[src/rtl/mapper_pkg.sv]
package mapper_pkg;
  typedef enum logic {MIR_VERT = 1'b0, MIR_HORZ = 1'b1} mirror_e;
  localparam int CPU_AW    = 16;
  localparam int WIN_SEL   = 14;
  localparam int GATE_BIT  = 15;
  localparam int NT_PAGE_AW = 10;
endpackage

[src/rtl/mapper_cfg_reg.sv]
module mapper_cfg_reg #(
  parameter int PRG_BANK_W = 6,
  parameter int CHR_BANK_W = 6,
  parameter int PRG_CHUNKS = 64
) (
  input  logic                  clk,
  input  logic                  rst_n,
  input  logic                  wr_en,
  input  logic [15:0]           wr_addr,
  output logic [CHR_BANK_W-1:0] chr_bank,
  output logic [PRG_BANK_W-1:0] prg_num,
  output logic                  mode16,
  output mapper_pkg::mirror_e   mirror
);
  localparam int PRG_LSB  = CHR_BANK_W;
  localparam int MODE_BIT = PRG_LSB + PRG_BANK_W;
  localparam int MIR_BIT  = MODE_BIT + 1;
  localparam logic [PRG_BANK_W-1:0] RST_CHUNK = PRG_BANK_W'(PRG_CHUNKS - 2);

  always_ff @(posedge clk) begin
    if (!rst_n) begin
      chr_bank <= '0;
      prg_num  <= RST_CHUNK;
      mode16   <= 1'b1;
      mirror   <= mapper_pkg::MIR_VERT;
    end else if (wr_en) begin
      chr_bank <= wr_addr[CHR_BANK_W-1:0];
      prg_num  <= wr_addr[PRG_LSB +: PRG_BANK_W];
      mode16   <= wr_addr[MODE_BIT];
      mirror   <= mapper_pkg::mirror_e'(wr_addr[MIR_BIT]);
    end
  end
endmodule

[src/rtl/prg_window_map.sv]
module prg_window_map #(
  parameter int W     = 6,
  parameter int UPPER = 0
) (
  input  logic [W-1:0] num,
  input  logic         mode16,
  output logic [W-1:0] bank
);
  function automatic logic [W-1:0] pick(input logic [W-1:0] n, input logic m16);
    if (m16) return n;
    return {n[W-1:1], 1'(UPPER)};
  endfunction

  assign bank = pick(num, mode16);
endmodule

[src/rtl/chr_nt_map.sv]
module chr_nt_map #(
  parameter int CHR_BANK_W = 6,
  parameter int VID_AW     = 13
) (
  input  logic [CHR_BANK_W-1:0]        chr_bank,
  input  logic                         horz,
  input  logic [VID_AW-1:0]            ppu_addr,
  output logic [CHR_BANK_W+VID_AW-1:0] chr_rom_addr,
  output logic [mapper_pkg::NT_PAGE_AW:0] nt_ram_addr
);
  localparam int PW = mapper_pkg::NT_PAGE_AW;

  function automatic logic [PW:0] fold(input logic [VID_AW-1:0] a, input logic h);
    logic page;
    page = h ? a[PW+1] : a[PW];
    return {page, a[PW-1:0]};
  endfunction

  assign chr_rom_addr = {chr_bank, ppu_addr};
  assign nt_ram_addr  = fold(ppu_addr, horz);
endmodule

[src/rtl/addr_latch_mapper.sv]
module addr_latch_mapper #(
  parameter int PRG_BANK_W = 6,
  parameter int CHR_BANK_W = 6,
  parameter int PRG_CHUNKS = 64,
  parameter int VID_AW     = 13
) (
  input  logic                              clk,
  input  logic                              rst_n,
  input  logic                              cpu_cs,
  input  logic                              cpu_we,
  input  logic [15:0]                       cpu_addr,
  input  logic [VID_AW-1:0]                 ppu_addr,
  output logic [PRG_BANK_W+13:0]            prg_rom_addr,
  output logic [CHR_BANK_W+VID_AW-1:0]      chr_rom_addr,
  output logic [mapper_pkg::NT_PAGE_AW:0]   nt_ram_addr,
  output logic                              mirror_horz
);
  import mapper_pkg::*;

  logic                  wr_hit;
  logic [CHR_BANK_W-1:0] chr_bank;
  logic [PRG_BANK_W-1:0] prg_num;
  logic                  mode16;
  mirror_e               mirror;
  logic [PRG_BANK_W-1:0] win_bank [2];
  logic [PRG_BANK_W-1:0] lo_bank, hi_bank;

  assign wr_hit = cpu_cs & cpu_we & cpu_addr[GATE_BIT];

  mapper_cfg_reg #(.PRG_BANK_W(PRG_BANK_W), .CHR_BANK_W(CHR_BANK_W),
                   .PRG_CHUNKS(PRG_CHUNKS)) u_cfg (
    .clk(clk), .rst_n(rst_n), .wr_en(wr_hit), .wr_addr(cpu_addr),
    .chr_bank(chr_bank), .prg_num(prg_num), .mode16(mode16), .mirror(mirror)
  );

  for (genvar w = 0; w < 2; w++) begin : g_win
    prg_window_map #(.W(PRG_BANK_W), .UPPER(w)) u_win (
      .num(prg_num), .mode16(mode16), .bank(win_bank[w])
    );
  end

  assign lo_bank      = win_bank[0];
  assign hi_bank      = win_bank[1];
  assign prg_rom_addr = {(cpu_addr[WIN_SEL] ? hi_bank : lo_bank), cpu_addr[13:0]};
  assign mirror_horz  = (mirror == MIR_HORZ);

  chr_nt_map #(.CHR_BANK_W(CHR_BANK_W), .VID_AW(VID_AW)) u_vid (
    .chr_bank(chr_bank), .horz(mirror_horz), .ppu_addr(ppu_addr),
    .chr_rom_addr(chr_rom_addr), .nt_ram_addr(nt_ram_addr)
  );
endmodule

[config.mk]
export PLATFORM = sky130hd
export DESIGN_NAME = addr_latch_mapper
export DESIGN_NICKNAME = d
export VERILOG_FILES = /design/src/rtl/mapper_pkg.sv /design/src/rtl/mapper_cfg_reg.sv /design/src/rtl/prg_window_map.sv /design/src/rtl/chr_nt_map.sv /design/src/rtl/addr_latch_mapper.sv
export SDC_FILE = /design/constraint.sdc
export NUM_CORES = 1
export LEC_CHECK = 0
export ABC_CLOCK_PERIOD_IN_PS = 1200
export BUFFER_PORTS_ARGS = -buffer_cell sky130_fd_sc_hd__buf_2
export CAP_MARGIN = 5
export CORE_MARGIN = 2
export CORE_UTILIZATION = 39
export CTS_CLUSTER_SIZE = 25
export DETAILED_ROUTE_END_ITERATION = 8
export PLACE_DENSITY = 0.84
export SYNTH_ARGS = -nofsm -noshare
export SYNTH_HDL_FRONTEND = slang
export SYNTH_SLANG_ARGS = --single-unit
[constraint.sdc]
create_clock -name clk -period 1.2 [get_ports clk]
set_input_delay 0.24 -clock clk [delete_from_list [all_inputs] [get_ports clk]]
set_output_delay 0.24 -clock clk [all_outputs]
set_load 0.01 [all_outputs]
# Word level (Yosys, flattened, before mapping)
# Index checks and enable logic that the tools add are counted.
[word_totals]
ff_bits = 14
latch_bits = 0
ram_bits = 0
mem_bits_ro = 0
inputBits = 33
elab_cells = 12
mem_count = 0
[classes]
n_addsub = 0
n_mul = 0
div = 0
magnitude_cmp = 0
eq_ne = 0
shifts = 0
n_mux = 6
bitwise = 2
reduce_logical = 0
[ops]
columns = ["op", "n"]
rows = [
  ["$mux 6", 4],
  ["$and 1x1->1", 2],
  ["$mux 1", 2],
]

# Depth between registers and ports, before layout
# Gate-level depths: netlist of run 1.
[depth]
word_depth = 3
depth_mapped = 4
mapped_depth_nobuf = 2

# Cells and area by module
# Synthesis of run 1 repeated with hierarchy kept, for this count alone.
[hier_totals]
hier_cells = 109
hier_area_um2 = 1061.0
[by_module_without_submodules]
columns = ["module", "instances", "cells_each", "area_each_um2", "seq_area_each_um2"]
rows = [
  ["mapper_cfg_reg", 1, 45, 528.0, 280.3],
  ["chr_nt_map", 1, 30, 232.7, 0.0],
  ["addr_latch_mapper", 1, 22, 212.7, 0.0],
  ["prg_window_map", 2, 6, 43.8, 0.0],
]

# Worst setup path after synthesis of run 1
# Ideal clock, no wire load.
[synth_path]
kind = "reg-to-output"
from = "reg u_cfg.mirror"
to = "out nt_ram_addr[10] (netlist name)"
arrival_ns = 0.749
required_time_ns = 0.960
slack_ns = 0.211
stages_incl_launch_ff = 2
n_path_buf = 0
cell_sequence = "dfxtp_1 > mux2_2"
[synth_via]
elab_chain_cells = 1
[synth_lines]
columns = ["item", "line", "text"]
rows = [
  ["start: declaration", "mapper_cfg_reg.sv:13", "output mapper_pkg::mirror_e mirror"],
  ["start signal: assignment", "mapper_cfg_reg.sv:25", "mirror <= mapper_pkg::MIR_VERT;"],
  ["start signal: assignment", "mapper_cfg_reg.sv:30", "mirror <= mapper_pkg::mirror_e'(wr_addr[MIR_BIT]);"],
  ["$mux 1", "chr_nt_map.sv:15", "page = h ? a[PW+1] : a[PW];"],
  ["end: declaration", "addr_latch_mapper.sv:15", "output logic [mapper_pkg::NT_PAGE_AW:0] nt_ram_addr,"],
]
# No other way between the ends.

# Worst setup path after layout of run 1
# Same ends and word-level chain as after synthesis.

==> impl_metrics.csv, run 1 <==
group,metric,value,unit
finish,multi_input_area,259,um2
power,ir_drop,0.000382,V
placement,place_area,860,um2
clock_tree,clk_pin_slew,0.08,ns
timing,period_minus_slack,1.29,ns
yosys,synth_area,903,um2
timing,setup_ws,-0.0887,ns
detailed_routing,post_drt_wl_per_cell,11.9,um
clock_tree,postCtsHoldBufs,0,
die,num_rows,17,
die,pin_count,84,
placement,portBuffers,51,
setup_path,end_kind,"primary output",
global_routing,grtUsageTotal,0.138,
run_status,outcome,"finished with violations",
timing,clock.fmax,776,MHz
timing,setup_viol,2,
finish,num_antenna_cells,0,
finish,drive_gt1_frac,0.526,
clock_tree,htreeDepth,1,
clock_tree,insertion_delay,0.27,ns
detailed_routing,wirelength,1710,um
yosys,avgSynthCellArea,8.60,um2
finish,final_area,912,um2
yosys,synth.largest_area_cell,"buf_4",
timing,finalHoldViolations,0,
power,p_leak,0.485,nW
yosys,yosysWarnings,0,
timing,tns,-0.159,ns
detailed_routing,ant_nets,0,
yosys,synthAdderAreaFrac,0,
timing,drv_slew,0,
global_routing,grt_max_degree,23,
setup_path,critPathMaxFanout,2,
timing,rsz0062_at_grt,"yes",
clock_tree,cts_tree,"built",
finish,area_growth,0.970,%
min_path,hold_path_class,"in2reg",
die,die_width,52.1,um
global_routing,grt_pass1_vias,615,
detailed_routing,dr.first_iter.drc_count,6,
clock_tree,cts_buffers,3,
power,powerDensity,1030,nW/um2
global_routing,grt_most_used_layer,"met2",
global_routing,gr-usage-met3,0.0402,
global_routing,grt_use_met2,0.243,
finish,register_area,283,um2
yosys,synth-seq-area-share,0.310,
timing,hold_slack,0.210,ns
timing,fin_skew,0,ns
global_routing,grt_pass1_wl,2670,um
yosys,synth_compound_area_frac,0.0499,
clock_tree,cts_sinks,14,
yosys,syn_inst,105,
timing,worst_slew_pin_slew,0.373,ns
timing,fin_crit_sh,1.07,
yosys,synthDistinctLibCells,13,
finish,nets,151,
clock_tree,clockBufferDepth,2,
die,initial_core_util,0.412,
finish,fill_cells,223,
yosys,synthXorXnorAreaFrac,0,
global_routing,overflow,0,
detailed_routing,post-route-drc-count,0,
timing,slew_headroom,0.751,
placement,gp_congestion,0.626,
run,drv_cap,0,
yosys,synth-simple-area-share,0.115,
yosys,synthTopCellsByArea,"buf_4 35%, dfxtp_1 31%, mux2i_1 8.9%",
placement,hpwl,1310,um
global_routing,use_met1,0.134,
die,core,2190,um2
yosys,synth_top_family_by_area,"buffers and inverters",
yosys,synth.top_cell.area_share,0.349,
setup_path,crit_type,"reg2out",
yosys,synth_nets,138,
die,die_area,2720,um2
clock_tree,clockRootBuffer,"clkbuf_4",
yosys,synth-seq-cells,14,
detailed_routing,via_count,654,
run_status,violations,"negative setup slack",
finish,post-route-util,0.416,
yosys,synthMuxAreaShare,0.114,
global_routing,antenna_found_initial,0,
die,dieHeight,52.1,um
detailed_routing,drt-vias-per-instance,4.54,
setup_path,startpoint_type,"flip-flop",
detailed_routing,first_pass_iters,4,
setup_path,required,0.96,ns
setup_path,worstPathArrival,1.05,ns
state kept, by name, summed over array words and instances, names as in the netlist:
signal / flops
u_cfg.chr_bank: 6
u_cfg.mirror: 1
u_cfg.mode16: 1
u_cfg.prg_num: 6
layout by cell type (no fill, tap or decap):
master,instances
o211ai_1,6
dfxtp_2,2
clkbuf_4,3
dfxtp_1,12
buf_2,49
and3_1,1
mux2_4,2
inv_1,6
buf_6,2
nand2_1,16
mux2i_1,8
nand4_1,6
buf_4,3
layout make-up:
class,instances,area share
Inverter,6,0.0247
Tap cell,28,0.0384
Timing Repair Buffer,54,0.318
Sequential cell,14,0.310
Clock buffer,3,0.0247
Multi-Input combinational cell,39,0.284
report_power, final:
part	total, mW	leakage (nW)	switching, mW	internal, mW
Combinational	0.189	0.357	0.0974	0.0915
Sequential	0.493	0.114	0.00903	0.484
Clock	0.259	0.0138	0.143	0.116
Total	0.942	0.485	0.250	0.692
synth_stat cells (all sizes together):
master,number
mux2,2
mux2i,8
and3,1
clkbuf,1
nand4,6
nand2,16
o211ai,6
buf,45
dfxtp,14
inv,6
critical path, cell delays in order, from the launching register on:
cell	delay, ns
dfxtp_2	0.35
mux2_4	0.30
buf_6	0.12
through the flow:
step | power [mW] | instances | setup WS [ns]
6_report | 0.942 | 144 | -0.0887
5_1_grt | 1.00 | 144 | -0.133
4_1_cts | 0.952 | 144 | -0.0885
3_5_place_dp | 0.683 | 140 | 0.155
3_3_place_gp | 0.676 | 140 | 0.179
2_1_floorplan | 0.707 | 105 | 0.211
cells by family (layout without fill, tap and decap cells):
| family | after synthesis | after routing |
|---|---|---|
| buffers and inverters | 52 | 63 |
| AND/OR/NAND/NOR | 23 | 23 |
| flip-flops | 14 | 14 |
| multiplexers | 10 | 10 |
| AO/OA/AOI/OAI | 6 | 6 |
timing repair:
action,CTS,global route
endpoints found under the setup margin,2,2
buffers inserted,1,0
cloned,0,0
gates resized for setup,6,0
routing by layer:
metal / part of all wire / wire (um)
met5: 0 / 0
met2: 0.53 / 899
met3: 0.11 / 191
met4: 0.012 / 21
met1: 0.35 / 596
final timing paths:
path	to	startpoint	slack (ns)	cells past startpoint
max	nt_ram_addr[10]	u_cfg.mirror	-0.09	2
min	u_cfg.mirror	cpu_addr[13]	0.21	3
max reg2reg	u_cfg.mirror	u_cfg.mirror	0.52	3
min reg2reg	u_cfg.chr_bank[1]	u_cfg.chr_bank[1]	0.46	2
Note: power is estimated with default switching activity, not from simulation.
==> run 2: changes to the inputs <==
==> constraint.sdc (replaced) <==
create_clock -name clk -period 1.2 [get_ports clk]
set_input_delay 0.12 -clock clk [delete_from_list [all_inputs] [get_ports clk]]
set_output_delay 0.12 -clock clk [all_outputs]
set_load 0.01 [all_outputs]
==> run 2 against run 1 <==
The flow now finishes without violations. Flip-flop and latch count unchanged. Register-to-register slack about the same. Global-route usage decreased by 1.9 points. Core utilization decreased by 0.34 points. Clock power decreased by 6%. Critical endpoint unchanged.
==> impl_metrics.csv, run 2 (same netlist as run 1, synthesis figures left out) <==
group,metric,value,unit
finish,top_regs,"u_cfg.chr_bank (6), u_cfg.prg_num (6)",
placement,gp_congestion,0.609,
clock_tree,clockRootBuffer,"clkbuf_4",
die,core,2190,um2
setup_path,required,1.08,ns
finish,layout.cells.non_filler,143,
finish,num_antenna_cells,0,
setup_path,ff2ff_setup_slack,0.51,ns
detailed_routing,first_pass_iters,4,
timing,fin_skew,0,ns
setup_path,crit_buf_inv,1,
power,powerDensity,1020,nW/um2
finish,layout_common_cells,"49 x buf_2, 16 x nand2_1, 12 x dfxtp_1",
run_status,outcome,"completed",
global_routing,grtUsageTotal,0.119,
detailed_routing,ant_nets,0,
detailed_routing,via_count,655,
timing,fin_crit_sh,0.978,
detailed_routing,wirelength,1660,um
timing,drv_slew,0,
die,die_width,52.1,um
detailed_routing,dr.first_iter.drc_count,6,
detailed_routing,post_drt_wl_per_cell,11.6,um
clock_tree,insertion_delay,0.26,ns
power,ir_drop,0.000344,V
global_routing,grt_pass1_wl,2300,um
timing,clock.fmax,852,MHz
global_routing,overflow,0,
setup_path,r2r_cells,3,
global_routing,grt_pass1_vias,536,
power,intPower,0.690,mW
placement,dp_slack,0.255,ns
die,dieHeight,52.1,um
timing,rsz0062_at_grt,"yes",
timing,setup_ws,0.0269,ns
finish,area_growth,0.139,%
clock_tree,htreeDepth,1,
clock_tree,clockBufferDepth,2,
placement,portBuffers,51,
timing,setup_viol,0,
die,num_rows,17,
power,seqPwrFrac,0.535,
setup_path,path_delay_family,"flip-flops",
power,power.switching,0.235,mW
setup_path,worstPathArrival,1.05,ns
timing,period_minus_slack,1.17,ns
timing,worst_slew_pin_slew,0.350,ns
setup_path,crit_chain,"mux2_4, buf_6",
timing,slew_headroom,0.766,
finish,drive_gt1_frac,0.522,
die,initial_core_util,0.412,
clock_tree,cts_tree,"built",
setup_path,cpPeakStageDelay,0.36,ns
setup_path,critPathMaxFanout,3,
detailed_routing,post-route-drc-count,0,
global_routing,grt_max_degree,23,
setup_path,startpoint_type,"flip-flop",
clock_tree,clk_pin_slew,0.07,ns
setup_path,crit_type,"reg2out",
power,clkPwrFrac,0.264,
min_path,hold_path_class,"in2reg",
detailed_routing,drt-vias-per-instance,4.58,
power,p_comb_frac,0.201,
clock_tree,cts_sinks,14,
run,drv_cap,0,
power,swShare,0.254,
die,pin_count,84,
placement,hpwl,1310,um
power,p_leak,0.480,nW
setup_path,crit_cells,2,
placement,dp.cells,139,
finish,final_common_cell,"buf_2",
timing,finalHoldViolations,0,
setup_path,end_kind,"primary output",
setup_path,crit_slowest_cell,"dfxtp_2",
die,die_area,2720,um2
clock_tree,cts_buffers,3,
finish,post-route-util,0.413,
finish,nets,150,
global_routing,antenna_found_initial,0,
min_path,worstHoldPathCells,3,
==> run 2: cell count changes in the layout (fill, tap and decap cells not counted) <==
cell	before	now
buf_4	3	2
==> run 2: power groups by stage <==
stage	Clock, mW	Combinational [mW]	Sequential (mW)
floorplan	0	0.200	0.507
global placement	0	0.171	0.503
detailed placement	0	0.177	0.505
CTS	0.259	0.178	0.494
global route	0.290	0.205	0.497
finish	0.244	0.186	0.494
==> run 2: stage by stage <==
step	TNS (ns)	instance area (um2)	hold WS (ns)	power, mW
6_report	0	905	0.100	0.925
2_1_floorplan	0	903	0.262	0.707
3_3_place_gp	0	852	0.240	0.675
5_1_grt	-0.0237	905	0.0781	0.992
4_1_cts	0	877	0.0929	0.931
3_5_place_dp	0	852	0.240	0.682
==> run 2: final timing paths <==
| path | end | start |
|---|---|---|
| min reg2reg | u_cfg.chr_bank[4] | u_cfg.chr_bank[4] |
| max | nt_ram_addr[10] | u_cfg.mirror |
| min | u_cfg.mirror | cpu_addr[13] |
| max reg2reg | u_cfg.mirror | u_cfg.mirror |
==> run 2: worst register-to-register path, cell delays in order (launching register included) <==
cell and delay, ns:
dfxtp_2 0.36, buf_4 0.11, nand2_1 0.04, mux2i_1 0.12
==> run 2: what timing repair did <==
item,4_1_cts,5_1_grt
resized for setup,2,4
hold buffers,0,0
buffers inserted,0,1
endpoints found under the setup margin,2,2
cloned,0,0
pin swaps,0,0
==> run 2: metal layers <==
layer	GRT usage	wire (um)	vias to the layer above
li1	-	-	321
met1	0.109	573	295
met2	0.207	870	35
met3	0.0402	193	4
met4	0.107	21	0
met5	0	0	-
==> run 2: final cells by class <==
class	count	area [um2]
Fill cell	230	1290
Multi-Input combinational cell	39	259
Clock buffer	3	22.5
Inverter	6	22.5
Tap cell	28	35.0
Sequential cell	14	283
Timing Repair Buffer	53	283
==> run 3: changes to the inputs <==
--- a/config.mk
+++ b/config.mk
@@ -12,7 +12,9 @@
 export CORE_UTILIZATION = 39
 export CTS_CLUSTER_SIZE = 25
 export DETAILED_ROUTE_END_ITERATION = 8
+export HOLD_SLACK_MARGIN = 0.02
 export PLACE_DENSITY = 0.84
+export REMOVE_ABC_BUFFERS = 1
 export SYNTH_ARGS = -nofsm -noshare
 export SYNTH_HDL_FRONTEND = slang
 export SYNTH_SLANG_ARGS = --single-unit
==> run 3 against run 2 <==
Sequential power hardly changed. Final area increased by 2.9%. Register-to-register slack hardly changed. Global-route usage grew 2.2 points. Non-clock buffer count stayed put. Power up 10%. Combinational power grew 2%. Largest power group unchanged.
==> impl_metrics.csv, run 3 (same netlist as run 1, synthesis figures left out) <==
group,metric,value,unit
run_status,outcome,"completed",
clock_tree,clk_pin_slew,0.09,ns
setup_path,crit_type,"reg2out",
global_routing,grt_max_degree,23,
detailed_routing,dr.first_iter.drc_count,6,
clock_tree,clockRootBuffer,"clkbuf_4",
die,core,2190,um2
timing,drv_slew,0,
finish,layout_common_cells,"49 x buf_2, 16 x nand2_1, 12 x dfxtp_1",
placement,hpwl,1420,um
global_routing,grt_pass1_vias,623,
power,ir_drop,0.000479,V
timing,fin_crit_sh,0.966,
setup_path,worstPathArrival,1.04,ns
setup_path,cpPeakStageDelay,0.34,ns
timing,setup_viol,0,
clock_tree,cts_buffers,3,
timing,period_minus_slack,1.16,ns
timing,clock.fmax,863,MHz
die,pin_count,84,
placement,portBuffers,51,
detailed_routing,post-route-drc-count,0,
finish,drive_gt1_frac,0.526,
timing,slew_headroom,0.745,
finish,post-route-util,0.425,
die,die_area,2720,um2
setup_path,crit_slowest_cell,"dfxtp_2",
detailed_routing,ant_nets,0,
timing,worst_slew_pin_slew,0.383,ns
finish,nets,150,
finish,area_growth,3.05,%
timing,finalHoldViolations,0,
detailed_routing,via_count,681,
setup_path,critPathCapture,"nt_ram_addr[10]",
die,die_width,52.1,um
setup_path,critPathMaxFanout,2,
global_routing,grt_pass1_wl,2840,um
placement,gp_congestion,0.555,
global_routing,overflow,0,
timing,fin_skew,0,ns
min_path,hold_path_class,"in2reg",
clock_tree,postCtsHoldBufs,0,
clock_tree,clockBufferDepth,2,
finish,final_common_cell,"buf_2",
global_routing,antenna_found_initial,0,
detailed_routing,post_drt_wl_per_cell,13.0,um
setup_path,startpoint_type,"flip-flop",
clock_tree,htreeDepth,1,
die,dieHeight,52.1,um
timing,rsz0062_at_grt,"no",
power,powerDensity,1100,nW/um2
setup_path,r2r-start,"u_cfg.mirror",
detailed_routing,first_pass_iters,2,
finish,num_antenna_cells,0,
setup_path,crit_chain,"mux2_4, buf_6",
setup_path,r2r_cells,3,
die,num_rows,17,
setup_path,required,1.08,ns
finish,top_regs,"u_cfg.chr_bank (6), u_cfg.prg_num (6)",
detailed_routing,drt-vias-per-instance,4.73,
clock_tree,insertion_delay,0.27,ns
run,drv_cap,0,
detailed_routing,wirelength,1880,um
clock_tree,cts_sinks,14,
setup_path,end_kind,"primary output",
global_routing,grtUsageTotal,0.142,
clock_tree,cts_tree,"built",
power,p_leak,0.490,nW
setup_path,r2r_end,"u_cfg.mirror",
die,initial_core_util,0.412,
setup_path,cp-startpoint,"u_cfg.mirror",
setup_path,ff2ff_setup_slack,0.52,ns
timing,tns,0,ns
==> run 3: changes by cell type in the layout (fill, tap and decap cells not counted) <==
cell / delta
buf_4: -1
clkbuf_8: +1
buf_12: +1
==> run 3: cell type report <==
class | instances | area, um2
sequential | 14 | 283
inverter | 6 | 22.5
timing repair buffer | 53 | 295
clock buffer | 4 | 36.3
fill | 216 | 1260
tap | 28 | 35.0
multi-input combinational | 39 | 259
==> run 3: what timing repair did <==
action | CTS | global route
gates resized for setup | 6 | 0
buffers inserted | 1 | 0
setup endpoints to repair | 2 | 0
==> run 3: routing by layer <==
metal	GRT usage	wire (um)
met5	0.0714	0
met4	0.0385	0
met3	0.106	313
met2	0.211	807
met1	0.153	755
==> run 3: power by group <==
part / internal [mW] / switching, mW
combinational: 0.0930 / 0.0972
sequential: 0.485 / 0.00971
clock: 0.184 / 0.152
==> run 3: stage by stage <==
stage,area [um2],setup WS [ns],hold slack (ns),total power [mW],std cells
after floorplan,554,0.314,0.209,0.554,59
after global placement,865,0.300,0.240,0.678,139
after detailed placement,865,0.263,0.240,0.685,139
after CTS,931,0.0132,0.0697,1.04,144
after global routing,931,0.00598,0.0802,1.07,144
final,931,0.0408,0.0835,1.02,144
==> run 3: worst min-delay path by stage <==
stage / from / end / slack (ns) / cells after the start
5_1_grt: cpu_addr[0] / u_cfg.chr_bank[0] / 0.08 / 3
2_1_floorplan: rst_n / u_cfg.mode16 / 0.21 / 1
3_3_place_gp: ppu_addr[5] / chr_rom_addr[5] / 0.24 / 0
4_1_cts: cpu_addr[13] / u_cfg.mirror / 0.07 / 3
3_5_place_dp: ppu_addr[5] / chr_rom_addr[5] / 0.24 / 0
6_report: cpu_addr[13] / u_cfg.mirror / 0.08 / 3
==> run 3: worst max-delay path: cells and delay by family (launching register included) <==
family,cells,cell delay [ns]
DFF,1,0.34
muxes,1,0.30
buffers and inverters,1,0.12
